<file path="src/rtl/mmap_pkg.sv">
package mmap_pkg;

    localparam int ADDR_W = 16;
    localparam int BLK_W  = 13;
    localparam int BANK_W = ADDR_W - BLK_W;
    localparam int NREG   = 9;

    localparam int RG_MMR  = 0;
    localparam int RG_DAR  = 1;
    localparam int RG_SAR  = 2;
    localparam int RG_SHR0 = 3;
    localparam int RG_ROM  = 7;
    localparam int RG_EXT  = 8;

    localparam logic [ADDR_W-1:0] MMR_LAST = 16'h005F;
    localparam logic [ADDR_W-1:0] ROM_BASE = 16'hE000;
    localparam logic [BANK_W-1:0] DAR_EXTRA_BANK = 3'd4;

    typedef struct packed {
        logic [NREG-1:0]   region;
        logic              err;
        logic [BLK_W-1:0]  off;
        logic [BANK_W-1:0] bank;
    } dec_t;

endpackage

</file>
<file path="src/rtl/mmap_data_dec.sv">
module mmap_data_dec
    import mmap_pkg::*;
(
    input  logic [ADDR_W-1:0] addr,
    input  logic              drom,
    input  logic              xio,
    output dec_t              d
);
    always_comb begin
        d = '0;
        if (addr <= MMR_LAST) begin
            d.region[RG_MMR] = 1'b1;
            d.off            = addr[BLK_W-1:0];
        end else if (!addr[ADDR_W-1]) begin
            d.region[RG_DAR] = 1'b1;
            d.off            = addr[BLK_W-1:0];
            d.bank           = {1'b0, addr[ADDR_W-2:BLK_W]};
        end else if (drom) begin
            d.region[RG_SAR] = 1'b1;
            d.off            = addr[BLK_W-1:0];
            d.bank           = {1'b0, addr[ADDR_W-2:BLK_W]};
        end else if (xio) begin
            d.region[RG_EXT] = 1'b1;
            d.off            = addr[BLK_W-1:0];
            d.bank           = addr[ADDR_W-1:BLK_W];
        end else begin
            d.err = 1'b1;
        end
    end
endmodule

</file>
<file path="src/rtl/mmap_page_fold.sv">
module mmap_page_fold #(
    parameter int PAGE_W = 7
) (
    input  logic [PAGE_W-1:0] page,
    input  logic              mpmc,
    output logic [PAGE_W-1:0] folded
);
    always_comb begin
        if (mpmc)
            folded = {{(PAGE_W-2){1'b0}}, page[1:0]};
        else if (|page[PAGE_W-1:3])
            folded = {{(PAGE_W-3){1'b0}}, 1'b1, page[1:0]};
        else
            folded = page;
    end
endmodule

</file>
<file path="src/rtl/mmap_prog_dec.sv">
module mmap_prog_dec
    import mmap_pkg::*;
#(
    parameter int PAGE_W = 7
) (
    input  logic [ADDR_W-1:0] addr,
    input  logic [PAGE_W-1:0] page,
    input  logic              ovly,
    input  logic              mpmc,
    input  logic              romen,
    input  logic              xio,
    output dec_t              d
);
    logic high_page;
    logic lower_half;

    assign high_page  = |page[PAGE_W-1:2];
    assign lower_half = !addr[ADDR_W-1];

    function automatic dec_t go_external(input logic [ADDR_W-1:0] a, input logic en);
        dec_t r;
        r = '0;
        if (en) begin
            r.region[RG_EXT] = 1'b1;
            r.off            = a[BLK_W-1:0];
            r.bank           = a[ADDR_W-1:BLK_W];
        end else begin
            r.err = 1'b1;
        end
        return r;
    endfunction

    always_comb begin
        d = '0;
        if (lower_half) begin
            if (!ovly) begin
                d = go_external(addr, xio);
            end else if (addr <= MMR_LAST) begin
                d.err = 1'b1;
            end else begin
                d.region[RG_DAR] = 1'b1;
                d.off            = addr[BLK_W-1:0];
                d.bank           = {1'b0, addr[ADDR_W-2:BLK_W]};
            end
        end else if (mpmc || high_page) begin
            d = go_external(addr, xio);
        end else if (page[1:0] == 2'd0 && addr >= ROM_BASE) begin
            d.off = addr[BLK_W-1:0];
            if (romen) begin
                d.region[RG_ROM] = 1'b1;
            end else begin
                d.region[RG_DAR] = 1'b1;
                d.bank           = DAR_EXTRA_BANK;
            end
        end else begin
            d.region[RG_SHR0 + int'(page[1:0])] = 1'b1;
            d.off  = addr[BLK_W-1:0];
            d.bank = {1'b0, addr[ADDR_W-2:BLK_W]};
        end
    end
endmodule

</file>
<file path="src/rtl/mmap_decoder.sv">
module mmap_decoder
    import mmap_pkg::*;
#(
    parameter int PAGE_W = 7
) (
    input  logic              clk,
    input  logic              rst_n,
    input  logic              req,
    input  logic              is_prog,
    input  logic [PAGE_W-1:0] page,
    input  logic [ADDR_W-1:0] addr,
    input  logic              ovly,
    input  logic              drom,
    input  logic              mpmc,
    input  logic              romen,
    input  logic              xio,
    output logic              out_valid,
    output logic [NREG-1:0]   region_sel,
    output logic [BLK_W-1:0]  blk_off,
    output logic [BANK_W-1:0] blk_bank,
    output logic [PAGE_W-1:0] ext_page,
    output logic              dec_err
);
    typedef enum logic [0:0] {IDLE = 1'b0, EMIT = 1'b1} state_t;

    state_t            state, nxt_state;
    dec_t              data_d, prog_d, sel_d, held_d;
    logic [PAGE_W-1:0] folded, sel_page, held_page;

    mmap_data_dec u_data (
        .addr (addr),
        .drom (drom),
        .xio  (xio),
        .d    (data_d)
    );

    mmap_prog_dec #(.PAGE_W(PAGE_W)) u_prog (
        .addr  (addr),
        .page  (page),
        .ovly  (ovly),
        .mpmc  (mpmc),
        .romen (romen),
        .xio   (xio),
        .d     (prog_d)
    );

    mmap_page_fold #(.PAGE_W(PAGE_W)) u_fold (
        .page   (page),
        .mpmc   (mpmc),
        .folded (folded)
    );

    always_comb begin
        sel_d    = is_prog ? prog_d : data_d;
        sel_page = (is_prog && sel_d.region[RG_EXT]) ? folded : '0;
    end

    always_comb begin
        unique case (state)
            IDLE:    nxt_state = req ? EMIT : IDLE;
            EMIT:    nxt_state = req ? EMIT : IDLE;
            default: nxt_state = IDLE;
        endcase
    end

    always_ff @(posedge clk or negedge rst_n) begin
        if (!rst_n) state <= IDLE;
        else        state <= nxt_state;
    end

    always_ff @(posedge clk or negedge rst_n) begin
        if (!rst_n) begin
            held_d    <= '0;
            held_page <= '0;
        end else if (req) begin
            held_d    <= sel_d;
            held_page <= sel_page;
        end
    end

    always_comb begin
        out_valid  = 1'b0;
        region_sel = '0;
        blk_off    = '0;
        blk_bank   = '0;
        ext_page   = '0;
        dec_err    = 1'b0;
        unique case (state)
            IDLE: ;
            EMIT: begin
                out_valid  = 1'b1;
                region_sel = held_d.region;
                blk_off    = held_d.off;
                blk_bank   = held_d.bank;
                ext_page   = held_page;
                dec_err    = held_d.err;
            end
            default: ;
        endcase
    end
endmodule

</file>
<file path="config.mk">
export PLATFORM = sky130hd
export DESIGN_NAME = mmap_decoder
export DESIGN_NICKNAME = d
export VERILOG_FILES = /design/src/rtl/mmap_pkg.sv /design/src/rtl/mmap_data_dec.sv /design/src/rtl/mmap_page_fold.sv /design/src/rtl/mmap_prog_dec.sv /design/src/rtl/mmap_decoder.sv
export SDC_FILE = /design/constraint.sdc
export NUM_CORES = 1
export LEC_CHECK = 0
export CAP_MARGIN = 40
export CORE_MARGIN = 2
export CORE_UTILIZATION = 58
export CTS_CLUSTER_SIZE = 8
export DETAILED_ROUTE_END_ITERATION = 10
export DONT_BUFFER_PORTS = 1
export HOLD_SLACK_MARGIN = 0.06
export PLACE_DENSITY = 0.76
export SYNTH_ARGS = -nofsm -noshare
export SYNTH_HDL_FRONTEND = slang
export SYNTH_HIERARCHICAL = 1
export SYNTH_SLANG_ARGS = --single-unit
</file>
<file path="constraint.sdc">
create_clock -name clk -period 0.8 [get_ports clk]
set_input_delay 0.08 -clock clk [delete_from_list [all_inputs] [get_ports clk]]
set_output_delay 0.08 -clock clk [all_outputs]
set_load 0.05 [all_outputs]
</file>
## Word-level counts from Yosys, hierarchy flattened

Cells that the tools add are included.

| word-level totals | value |
|---|---|
| word-level logic and storage cells | 68 |
| output and inout bits | 34 |
| register bits | 34 |

| operators by class | value |
|---|---|
| add/sub/neg operators | 1 |
| multiplexer cells | 50 |
| reduce and logical (&&, ||, !) cells | 7 |
| magnitude comparators | 4 |

Operator list:

| cell | number |
|---|---|
| $mux W16 | 6 |
| $mux W26 | 2 |
| $mux W7 | 5 |
| $ge A32 B1 Y1 const B | 1 |
| $lt A32 B6 Y1 const B | 1 |
| $mux W13 | 2 |
| $mux W1 | 25 |
| $mux W9 | 2 |
| $mux W17 | 1 |
| $ge A16 B16 Y1 const B | 1 |
| $le A16 B7 Y1 const B | 1 |
| $mux W3 | 4 |
| $mux W5 | 1 |
| $reduce_or A5 Y1 | 1 |
| $demux W1 S4 | 1 |
| $reduce_or A4 Y1 | 1 |
| $add A2 B2 Y3 const A | 1 |
| $logic_and A1 B1 Y1 | 3 |
| $logic_not A2 Y1 | 1 |
| $mux W2 | 1 |
| $logic_or A1 B1 Y1 | 1 |

## Longest topological paths before layout

Gate-level depths: netlist of run 1.

| logic depth | value |
|---|---|
| depth after elaboration | 11 |
| depth in mapped cells | 7 |

## Modules after synthesis

Netlist of run 1, hierarchy kept.

Modules (own cells, without submodules):

| module | sequential area each (um2) | times used | cells each | area an instance (um2) |
|---|---|---|---|---|
| mmap_decoder | 850.8 | 1 | 180 | 1747.9 |
| mmap_prog_dec | 0.0 | 1 | 74 | 541.8 |
| mmap_data_dec | 0.0 | 1 | 32 | 226.5 |
| mmap_page_fold | 0.0 | 1 | 10 | 62.6 |

## Worst setup path after synthesis of run 1

Ideal clock, no wire load.

| timing | value |
|---|---|
| path kind | reg-to-output |
| from | register state |
| to | output port blk_bank[0] |
| required time | 0.720 ns |
| stages on the path, launching flop included | 3 |
| slack | -0.635 ns |
| arrival | 1.355 ns |
| cell sequence | dfrtp_1 > clkbuf_1 > and2_1 |

| on the way | value |
|---|---|
| cells in the longest elaborated chain, start to end | 1 |

Ends and longest elaborated chain:

| what | RTL line | text |
|---|---|---|
| start, declared | mmap_decoder.sv:26 | `state_t state, nxt_state;` |
| start signal, assigned | mmap_decoder.sv:68 | `else state <= nxt_state;` |
| $mux W3 | mmap_decoder.sv:88 | `unique case (state)` |
| end, declared | mmap_decoder.sv:20 | `output logic [BANK_W-1:0] blk_bank,` |

Every way passes these cells.

## Worst setup path after layout of run 1

| timing | value |
|---|---|
| from | register state |
| to | output port region_sel[4] |

| on the way | value |
|---|---|
| cells in the longest elaborated chain, start to end | 1 |

Ends and longest elaborated chain:

| what | RTL line | text |
|---|---|---|
| $mux W9 | mmap_decoder.sv:88 |  |
| end, declared | mmap_decoder.sv:18 | `output logic [NREG-1:0] region_sel,` |

Every way passes these cells.

==> impl_metrics.py, run 1 <==
metrics = {
    "run_status": {
        "status": "finished, violations left",
        "violations": "negative hold slack, negative setup slack",
    },
    "detailed_routing": {
        "drt-met1-wl_mm": 2.85,
        "wl_met3_um": 354,
        "routedWlPerCell_um": 17.0,
        "dr.pass1.iters": 5,
        "vias_per_cell": 5.78,
        "via_count": 2088,
        "drt_iter0_markers": 210,
        "ant_nets": 0,
        "routed.top_layer": "met4",
        "drc": 0,
        "wirelength_mm": 6.15,
        "wl_met2_mm": 2.85,
    },
    "clock_tree": {
        "clk_latency_ns": 0.29,
        "cts_buffer_depth": 2,
        "clk_pin_slew_ns": 0.07,
        "clockRootBuffer": "clkbuf_8",
        "cts.sinks": 34,
        "cts_tree": "done",
        "h-tree-depth": 2,
        "numCtsBuffers": 5,
    },
    "setup_path": {
        "timing.rr.end": "held_d[2]",
        "cp_max_fo": 19,
        "cp_cell_sequence": "buf_12 > and2_4",
        "critPathArrivalTime_ns": 1.12,
        "cp_num_cells": 2,
        "criticalPathCategory": "flip-flop to output pin",
        "critPathLaunchType": "flip-flop",
        "crit_buf_inv": 1,
        "critPathMaxStageDelay_ns": 0.45,
        "slowest_stage": "dfrtp_2",
        "cp.required_ns": 0.72,
        "worstSetupEndpointType": "output pin",
        "r2r-start": "held_d[2]",
        "rr_worst_depth": 2,
        "reg2reg_slack_ns": 0.07,
        "path_delay_family": "flip-flops",
    },
    "sta": {
        "timing.fmax_ghz": 0.834,
        "min_period_ns": 1.20,
        "finClkSkew_ns": 0,
        "timing.final.ws_setup_ns": -0.400,
        "hold_viol_final": 68,
        "setup_viol": 60,
        "fin_crit_sh_pct": 150,
        "grt_setup_unrepaired": "true",
        "hold_slack_ns": -0.522,
        "maxSlewViolCount": 0,
    },
    "job": {
        "maxCapViolCount": 0,
    },
    "power_and_ir_drop": {
        "power.total_uw": 4650,
        "p_sw_share_pct": 33.2,
        "power_switching_uw": 1540,
        "power.leakage_uw": 0.00142,
        "p_seq_share_pct": 42.6,
        "ir_drop_mv": 0.637,
        "comb_power_share_pct": 29.0,
        "pwr-share-clk_pct": 28.4,
        "powerDensity_nw_per_um2": 1460,
        "p_int_uw": 3110,
    },
    "synthesis": {
        "synth_largest_area_cell": "dfrtp_1",
        "ys_ff_latch": 34,
        "post_synth.cell_area_avg_um2": 8.71,
        "seq_area_frac_synth_pct": 33.0,
        "synthCells": 296,
        "synthTopCellsByArea": "dfrtp_1 33%, mux2i_1 10%, and2_1 8.5%, a21oi_1 5.0%, a211oi_1 4.1%",
        "netlist.area_leader.share_pct": 33.0,
        "syn_area_um2": 2580,
        "ys_warn_count": 6,
        "yosysUniqueCellTypes": 46,
    },
    "die": {
        "fp-row-count": 24,
        "dieHeight_um": 70.7,
        "start_util_pct": 59.6,
        "die-area_um2": 5000,
        "io_pins": 66,
        "die_w_um": 70.7,
        "core_area_um2": 4320,
    },
    "global_routing": {
        "grt_use_total_pct": 25.6,
        "grt_overflow": 0,
        "grt_pass1_vias": 2009,
        "antenna_found_initial": 0,
        "grt_max_degree": 68,
        "grt_pass1_wl_mm": 9.98,
    },
    "layout": {
        "num-fill-cells": 318,
        "drive_gt1_share_pct": 39.2,
        "nNetsFinal": 345,
        "final_cell_area_um2": 3190,
        "multiInputGateArea_um2": 1770,
        "regArea_um2": 852,
        "syn_to_final_growth_pct": 23.8,
        "antenna_cells": 0,
    },
    "hold_path": {
        "hold_class": "primary input to async pin",
    },
    "place": {
        "place_congestion": 0.854,
        "dpl_cell_area_um2": 2770,
        "port_buffers": 0,
        "hpwl_mm": 3.95,
    },
}
[synth_stat cells, drive strengths merged]
cell and count:
clkbuf 6, or2 1, a31oi 1, o31ai 2, nand3 1, o22ai 7, nand2b 1, or4 3
and3 6, buf 25, and4 2, o31a 1, a211oi 14, a21oi 27, nand3b 1, conb 2
or3b 1, and2 35, nor2b 16, clkinv 1, mux2i 27, a21boi 1, o21a 2, a22o 1
inv 22, nor3 3, nor3b 3, and3b 1, nor2 28, nand2 9, nand4 1, nor4 5
ha 5, a21o 1, dfrtp 34
[per-layer routing]
metal | up-vias | GRT usage (%)
li1 | 1010 | -
met1 | 1006 | 36.9
met5 | - | 0
met2 | 63 | 38.3
met4 | 0 | 7.76
met3 | 9 | 6.55
[cell type report]
| type | count | share of cell area [%] |
|---|---|---|
| inverter | 23 | 2.94 |
| tap | 52 | 2.04 |
| timing repair buffer | 29 | 9.87 |
| clock inverter | 2 | 0.392 |
| sequential | 34 | 26.7 |
| clock buffer | 6 | 2.59 |
| multi-input combinational | 215 | 55.5 |
[stage by stage]
stage / utilization [%] / setup WS [ns] / std cells / TNS, ns
floorplan: - / -0.554 / 303 / -19.58
global placement: 63.9 / -0.541 / 342 / -14.17
detailed placement: 63.9 / -0.559 / 342 / -15.03
CTS: 72.0 / -0.403 / 359 / -17.01
global route: 73.8 / -0.427 / 361 / -20.21
finish: 73.8 / -0.400 / 361 / -17.65
[timing repair]
item                                    4_1_cts  5_1_grt
pin swaps                                    45       15
setup buffers                                 8        2
hold endpoints to repair                     68       68
resized for setup                            35       12
endpoints found under the setup margin       60       61
cloned                                        1        0
[logic make-up (layout without fill, tap and decap cells)]
logic type / count (synthesis) / count (layout) / share of synthesized area, %
compound gates: 57 / 57 / 13.8
fa+ha+maj: 5 / 5 / 2.43
buf+inv: 54 / 60 / 11.9
flops: 34 / 34 / 33.0
mux: 27 / 27 / 10.5
other cells: 2 / 9 / 0.291
simple gates: 117 / 117 / 28.1
[worst max path at each step]
stage,slack (ns),start,endpoint
floorplan,-0.55,page[3],held_d[2]
global placement,-0.54,page[3],held_d[2]
detailed placement,-0.56,page[3],held_d[1]
CTS,-0.40,state,region_sel[8]
global route,-0.43,state,region_sel[4]
finish,-0.40,state,region_sel[4]
[power groups by stage]
stage | Combinational (uW) | Clock (uW) | Sequential [uW]
3_3_place_gp | 1190 | 0 | 2000
3_5_place_dp | 1210 | 0 | 2010
4_1_cts | 1290 | 1340 | 1980
2_1_floorplan | 1190 | 0 | 1980
5_1_grt | 1440 | 1390 | 2000
6_report | 1350 | 1320 | 1980
[worst register-to-register path: stages (launching register included)]
cell     delay (ns)
dfrtp_1        0.41
nor2_1         0.13
a21oi_1        0.07
[flip-flops by register name (all words and copies together) (netlist names)]
name / cells
held_page: 7
held_d: 26
state: 1
[cell usage in the layout (no fill, tap or decap), types with 2 or more instances in the layout]
cell type   netlist  final
nor4_4            1      5
buf_12            2      5
nand2_1           8      8
o21a_1            2      2
nor2_1           27     27
inv_1            22     20
mux2i_2           0      3
and3_1            6      5
and2_4            0     33
mux2i_1          27     24
a211oi_2          0     12
or4_4             2      3
o22ai_1           7      4
o22ai_2           0      3
nor3b_2           2      2
dfrtp_1          34     33
nor2b_2           1      2
clkinvlp_4        0      3
conb_1            2      9
and2_1           35      2
ha_1              5      4
clkbuf_8          0      6
a21oi_1          26     26
a211oi_4          0      2
buf_6             2      4
buf_4            12     19
nor2b_1          15     14
(Power assumes the default switching activity.)
==> run 2, diff against run 1 <==
--- a/config.mk
+++ b/config.mk
@@ -6,13 +6,16 @@
 export NUM_CORES = 1
 export LEC_CHECK = 0
 export CAP_MARGIN = 40
+export CELL_PAD_IN_SITES_DETAIL_PLACEMENT = 0
+export CELL_PAD_IN_SITES_GLOBAL_PLACEMENT = 1
 export CORE_MARGIN = 2
-export CORE_UTILIZATION = 58
+export CORE_UTILIZATION = 43
 export CTS_CLUSTER_SIZE = 8
 export DETAILED_ROUTE_END_ITERATION = 10
 export DONT_BUFFER_PORTS = 1
 export HOLD_SLACK_MARGIN = 0.06
-export PLACE_DENSITY = 0.76
+export PLACE_DENSITY_LB_ADDON = 0.1
+export REMOVE_ABC_BUFFERS = 1
 export SYNTH_ARGS = -nofsm -noshare
 export SYNTH_HDL_FRONTEND = slang
 export SYNTH_HIERARCHICAL = 1
==> constraint.sdc (replaced) <==
create_clock -name clk -period 0.8 [get_ports clk]
set_input_delay 0.08 -clock clk [delete_from_list [all_inputs] [get_ports clk]]
set_output_delay 0.08 -clock clk [all_outputs]
set_load 0.005 [all_outputs]
==> run 2 against run 1 <==
The flow still finishes with violations (negative hold slack, negative setup slack). Die area up 33%. Via count fell by 3.4%. Global-route usage fell by 6.5 points. Critical endpoint is now held_d[0]. Largest cell class unchanged. Largest power group unchanged.
==> impl_metrics.py, run 2 (synthesized netlist as in run 1, its figures left out) <==
metrics = {
    "run_status": {
        "status": "finished, violations left",
        "violations": "negative hold slack, negative setup slack",
    },
    "global_routing": {
        "grt_overflow": 0,
        "grt_max_degree": 68,
        "grt_pass1_wl_mm": 9.65,
        "grt_pass1_vias": 1904,
        "antenna_found_initial": 0,
        "grt_use_total_pct": 19.2,
    },
    "setup_path": {
        "path_delay_family": "simple AND/OR/NAND/NOR gates",
        "worstSetupEndpointType": "flip-flop",
        "rr_worst_depth": 2,
        "cp.required_ns": 0.97,
        "criticalPathCategory": "primary input to flip-flop",
        "reg2reg_slack_ns": 0.13,
        "timing.rr.end": "held_d[0]",
        "critPathLaunchType": "primary input",
        "critPathArrivalTime_ns": 1.30,
        "slowest_stage": "or4_4",
        "critPathMaxStageDelay_ns": 0.60,
        "crit_buf_inv": 1,
        "r2r-start": "held_d[0]",
        "cp_max_fo": 6,
        "cp_cell_sequence": "or4_4 > buf_4 > o31ai_4 > a211oi_2 > mux2i_1 > a21oi_1",
    },
    "place": {
        "place_congestion": 0.745,
        "pre_cts_slack_ns": -0.584,
        "port_buffers": 0,
        "hpwl_mm": 4.08,
    },
    "sta": {
        "grt_setup_unrepaired": "true",
        "finClkSkew_ns": 0,
        "hold_viol_final": 68,
        "fin_crit_sh_pct": 141,
        "min_period_ns": 1.13,
        "finalSetupTns_ns": -14.39,
        "hold_slack_ns": -0.525,
        "maxSlewViolCount": 0,
        "setup_viol": 60,
        "timing.final.ws_setup_ns": -0.331,
        "timing.fmax_ghz": 0.884,
    },
    "detailed_routing": {
        "wirelength_mm": 6.11,
        "dr.pass1.iters": 4,
        "ant_nets": 0,
        "vias_per_cell": 5.28,
        "via_count": 2017,
        "drt_iter0_markers": 62,
        "routedWlPerCell_um": 16.0,
        "drc": 0,
    },
    "job": {
        "maxCapViolCount": 0,
    },
    "layout": {
        "mostFrequentLayoutCells": "34 x dfrtp_1, 30 x and2_1, 27 x nor2_1, 26 x mux2i_1, 26 x a21oi_1",
        "largest-register": "held_d",
        "layout_commonest_cell": "dfrtp_1",
        "largest_reg_flops": 26,
        "reg_top3": "held_d (26), held_page (7), state (1)",
        "fin_util_pct": 52.8,
        "nNetsFinal": 343,
        "drive_gt1_share_pct": 27.7,
        "syn_to_final_growth_pct": 19.9,
        "antenna_cells": 0,
    },
    "die": {
        "die-area_um2": 6630,
        "fp-row-count": 28,
        "start_util_pct": 44.1,
        "io_pins": 66,
        "dieHeight_um": 81.4,
        "die_w_um": 81.4,
        "core_area_um2": 5850,
    },
    "clock_tree": {
        "clockRootBuffer": "clkbuf_8",
        "cts.sinks": 34,
        "clk_latency_ns": 0.29,
        "cts_tree": "done",
        "numCtsBuffers": 5,
        "h-tree-depth": 2,
        "cts_buffer_depth": 2,
        "clk_pin_slew_ns": 0.07,
    },
    "hold_path": {
        "hold_class": "primary input to async pin",
    },
    "power_and_ir_drop": {
        "power.leakage_uw": 0.00138,
        "ir_drop_mv": 0.909,
        "power.total_uw": 4350,
        "powerDensity_nw_per_um2": 1410,
    },
}
## run 2: cell count changes in the layout (fill, tap and decap cells not counted), moves of 2 or more
cell and delta:
and2_1 +28, and2_4 -28, buf_12 -4, buf_8 +2
clkinvlp_4 -3, inv_2 +2, mux2i_1 +2, mux2i_2 -2
o22ai_1 +3, o22ai_2 -3
## run 2: metrics by stage
stage	cell area, um^2	instances
after detailed placement	2640	367
after global routing	3090	382
after global placement	2640	367
final	3090	382
after floorplan	2380	272
after CTS	2980	378
## run 2: power breakdown
group          switching, uW  internal, uW
Sequential              77.2          1880
Clock                    663           917
Combinational            372           449
Total                   1110          3240
## run 2: routing by layer
metal	vias to the layer above	track usage, %	share of wire (%)
li1	1010	-	-
met1	943	26.1	45
met2	60	30.0	47
met3	4	5.60	7.2
met4	0	4.58	0.64
met5	-	0	0
## run 2: area by class of cell
cell class,instances,area [um^2]
Timing Repair Buffer,27,265
Inverter,23,86.3
Tap cell,75,93.8
Fill cell,550,2760
Sequential cell,34,851
Multi-Input combinational cell,215,1690
Clock inverter,3,40.0
Clock buffer,5,68.8
## run 2: worst register-to-register path, stage by stage, from the launching register on
cell	delay, ns
dfrtp_1	0.39
nor2_1	0.11
a21oi_1	0.06
## run 2: worst max-delay path by stage
stage               cells after the start            end  slack [ns]  startpoint
finish                                  6      held_d[0]       -0.33     page[3]
global route                            5      held_d[2]       -0.36     page[3]
CTS                                     2  region_sel[0]       -0.32       state
detailed placement                      5      held_d[0]       -0.58     page[3]
global placement                        5      held_d[1]       -0.56     page[3]
floorplan                               5      held_d[0]       -0.51     page[3]
## run 2: repair_timing
item	CTS	global route
buffers inserted	2	7
endpoints found under the setup margin	60	63
resized for setup	42	15
cloned	1	0
endpoints found under the hold margin	68	68
pin swaps	41	38
==> run 3, diff against run 2 <==
--- a/config.mk
+++ b/config.mk
@@ -13,8 +13,8 @@
 export CTS_CLUSTER_SIZE = 8
 export DETAILED_ROUTE_END_ITERATION = 10
 export DONT_BUFFER_PORTS = 1
-export HOLD_SLACK_MARGIN = 0.06
 export PLACE_DENSITY_LB_ADDON = 0.1
+export RECOVER_POWER = 100
 export REMOVE_ABC_BUFFERS = 1
 export SYNTH_ARGS = -nofsm -noshare
 export SYNTH_HDL_FRONTEND = slang
==> run 3 against run 2 <==
The run still ends with negative hold slack, negative setup slack left. Die area unchanged. Count of clock-buffer cells in the layout unchanged. Clock power about the same. Critical path type unchanged. Highest routed layer unchanged.
==> impl_metrics.py, run 3 (synthesized netlist as in run 1, its figures left out) <==
metrics = {
    "setup_path": {
        "slowest_stage": "or4_4",
        "cp_cell_sequence": "or4_4 > buf_4 > o31ai_4 > a211oi_2 > mux2i_1 > a21oi_1",
        "crit_buf_inv": 1,
        "criticalPathCategory": "primary input to flip-flop",
        "r2r-start": "held_d[0]",
        "critPathLaunchType": "primary input",
        "cp_max_fo": 6,
        "path_delay_family": "simple AND/OR/NAND/NOR gates",
        "rr_worst_depth": 2,
        "timing.rr.end": "held_d[0]",
        "worstSetupEndpointType": "flip-flop",
        "cp.required_ns": 0.97,
        "critPathMaxStageDelay_ns": 0.60,
        "critPathArrivalTime_ns": 1.30,
        "reg2reg_slack_ns": 0.13,
    },
    "job": {
        "maxCapViolCount": 0,
    },
    "die": {
        "die-area_um2": 6630,
        "dieHeight_um": 81.4,
        "io_pins": 66,
        "die_w_um": 81.4,
        "start_util_pct": 44.1,
        "core_area_um2": 5850,
        "fp-row-count": 28,
    },
    "sta": {
        "maxSlewViolCount": 0,
        "timing.fmax_ghz": 0.886,
        "min_period_ns": 1.13,
        "timing.final.ws_setup_ns": -0.329,
        "finClkSkew_ns": 0,
        "hold_viol_final": 68,
        "setup_viol": 60,
        "hold_slack_ns": -0.526,
        "grt_setup_unrepaired": "true",
        "fin_crit_sh_pct": 141,
    },
    "detailed_routing": {
        "via_count": 2019,
        "ant_nets": 0,
        "vias_per_cell": 5.29,
        "drt-met1-wl_mm": 2.77,
        "routed.top_layer": "met4",
        "dr.pass1.iters": 4,
        "wl_met2_mm": 2.86,
        "drc": 0,
        "routedWlPerCell_um": 16.0,
        "drt_iter0_markers": 77,
        "wirelength_mm": 6.11,
        "wl_met3_um": 439,
    },
    "clock_tree": {
        "clk_latency_ns": 0.29,
        "numCtsBuffers": 5,
        "cts.sinks": 34,
        "cts_buffer_depth": 2,
        "clockRootBuffer": "clkbuf_8",
        "h-tree-depth": 2,
        "clk_pin_slew_ns": 0.07,
        "cts_tree": "done",
    },
    "layout": {
        "layout_commonest_cell": "dfrtp_1",
        "drive_gt1_share_pct": 27.7,
        "largest-register": "held_d",
        "reg_top3": "held_d (26), held_page (7), state (1)",
        "antenna_cells": 0,
        "syn_to_final_growth_pct": 19.9,
        "nNetsFinal": 343,
        "largest_reg_flops": 26,
        "mostFrequentLayoutCells": "34 x dfrtp_1, 30 x and2_1, 27 x nor2_1, 26 x mux2i_1, 26 x a21oi_1",
    },
    "global_routing": {
        "grt_max_degree": 68,
        "grt_use_total_pct": 19.2,
        "grt_pass1_vias": 1904,
        "antenna_found_initial": 0,
        "grt_overflow": 0,
        "grt_pass1_wl_mm": 9.65,
    },
    "place": {
        "pre_cts_slack_ns": -0.584,
        "port_buffers": 0,
        "place_congestion": 0.745,
        "hpwl_mm": 4.08,
    },
    "power_and_ir_drop": {
        "comb_power_share_pct": 18.9,
        "powerDensity_nw_per_um2": 1410,
        "pwr-share-clk_pct": 36.3,
        "p_sw_share_pct": 25.5,
        "power_switching_uw": 1110,
        "p_int_uw": 3240,
        "p_seq_share_pct": 44.9,
        "power.leakage_uw": 0.00138,
        "ir_drop_mv": 0.904,
    },
    "hold_path": {
        "hold_class": "primary input to async pin",
    },
    "run_status": {
        "status": "finished, violations left",
        "violations": "negative hold slack, negative setup slack",
    },
}
[run 3: power groups by stage]
stage	clock network (uW)	registers, uW	logic, uW
floorplan	0	1970	506
CTS	1630	1950	781
finish	1580	1950	821
global placement	0	1980	668
global route	1710	1970	920
detailed placement	0	1980	674
[run 3: worst max path at each step]
stage | startpoint | end | depth (start not counted)
after floorplan | page[3] | held_d[0] | 5
after global placement | page[3] | held_d[1] | 5
after detailed placement | page[3] | held_d[0] | 5
after CTS | state | region_sel[0] | 2
after global routing | page[3] | held_d[2] | 5
final | page[3] | held_d[0] | 6
[run 3: layer usage]
metal | GRT usage [%] | up-vias
met5 | 0 | -
met4 | 4.58 | 0
met3 | 5.60 | 4
met2 | 30.0 | 60
met1 | 26.1 | 945
li1 | - | 1010
[run 3: area by class of cell]
cell class	instances	area, um^2
timing repair buffer	27	265
clock buffer	5	68.8
sequential	34	851
fill	550	2760
inverter	23	86.3
clock inverter	3	40.0
tap	75	93.8
multi-input combinational	215	1690
[run 3: timing repair]
| action | CTS | global route |
|---|---|---|
| pin swaps | 41 | 38 |
| cloned | 1 | 0 |
| hold endpoints to repair | 68 | 68 |
| setup buffers | 2 | 7 |
| endpoints found under the setup margin | 60 | 63 |
| resized for setup | 42 | 15 |
[run 3: per-stage QoR]
step	cells	total power, uW	utilization, %	setup TNS, ns	area, um^2
2_1_floorplan	272	2480	-	-14.84	2380
3_3_place_gp	367	2650	45.1	-13.29	2640
3_5_place_dp	367	2660	45.1	-13.81	2640
4_1_cts	378	4360	51.0	-14.55	2980
5_1_grt	382	4600	52.8	-17.63	3090
6_report	382	4350	52.8	-14.29	3090
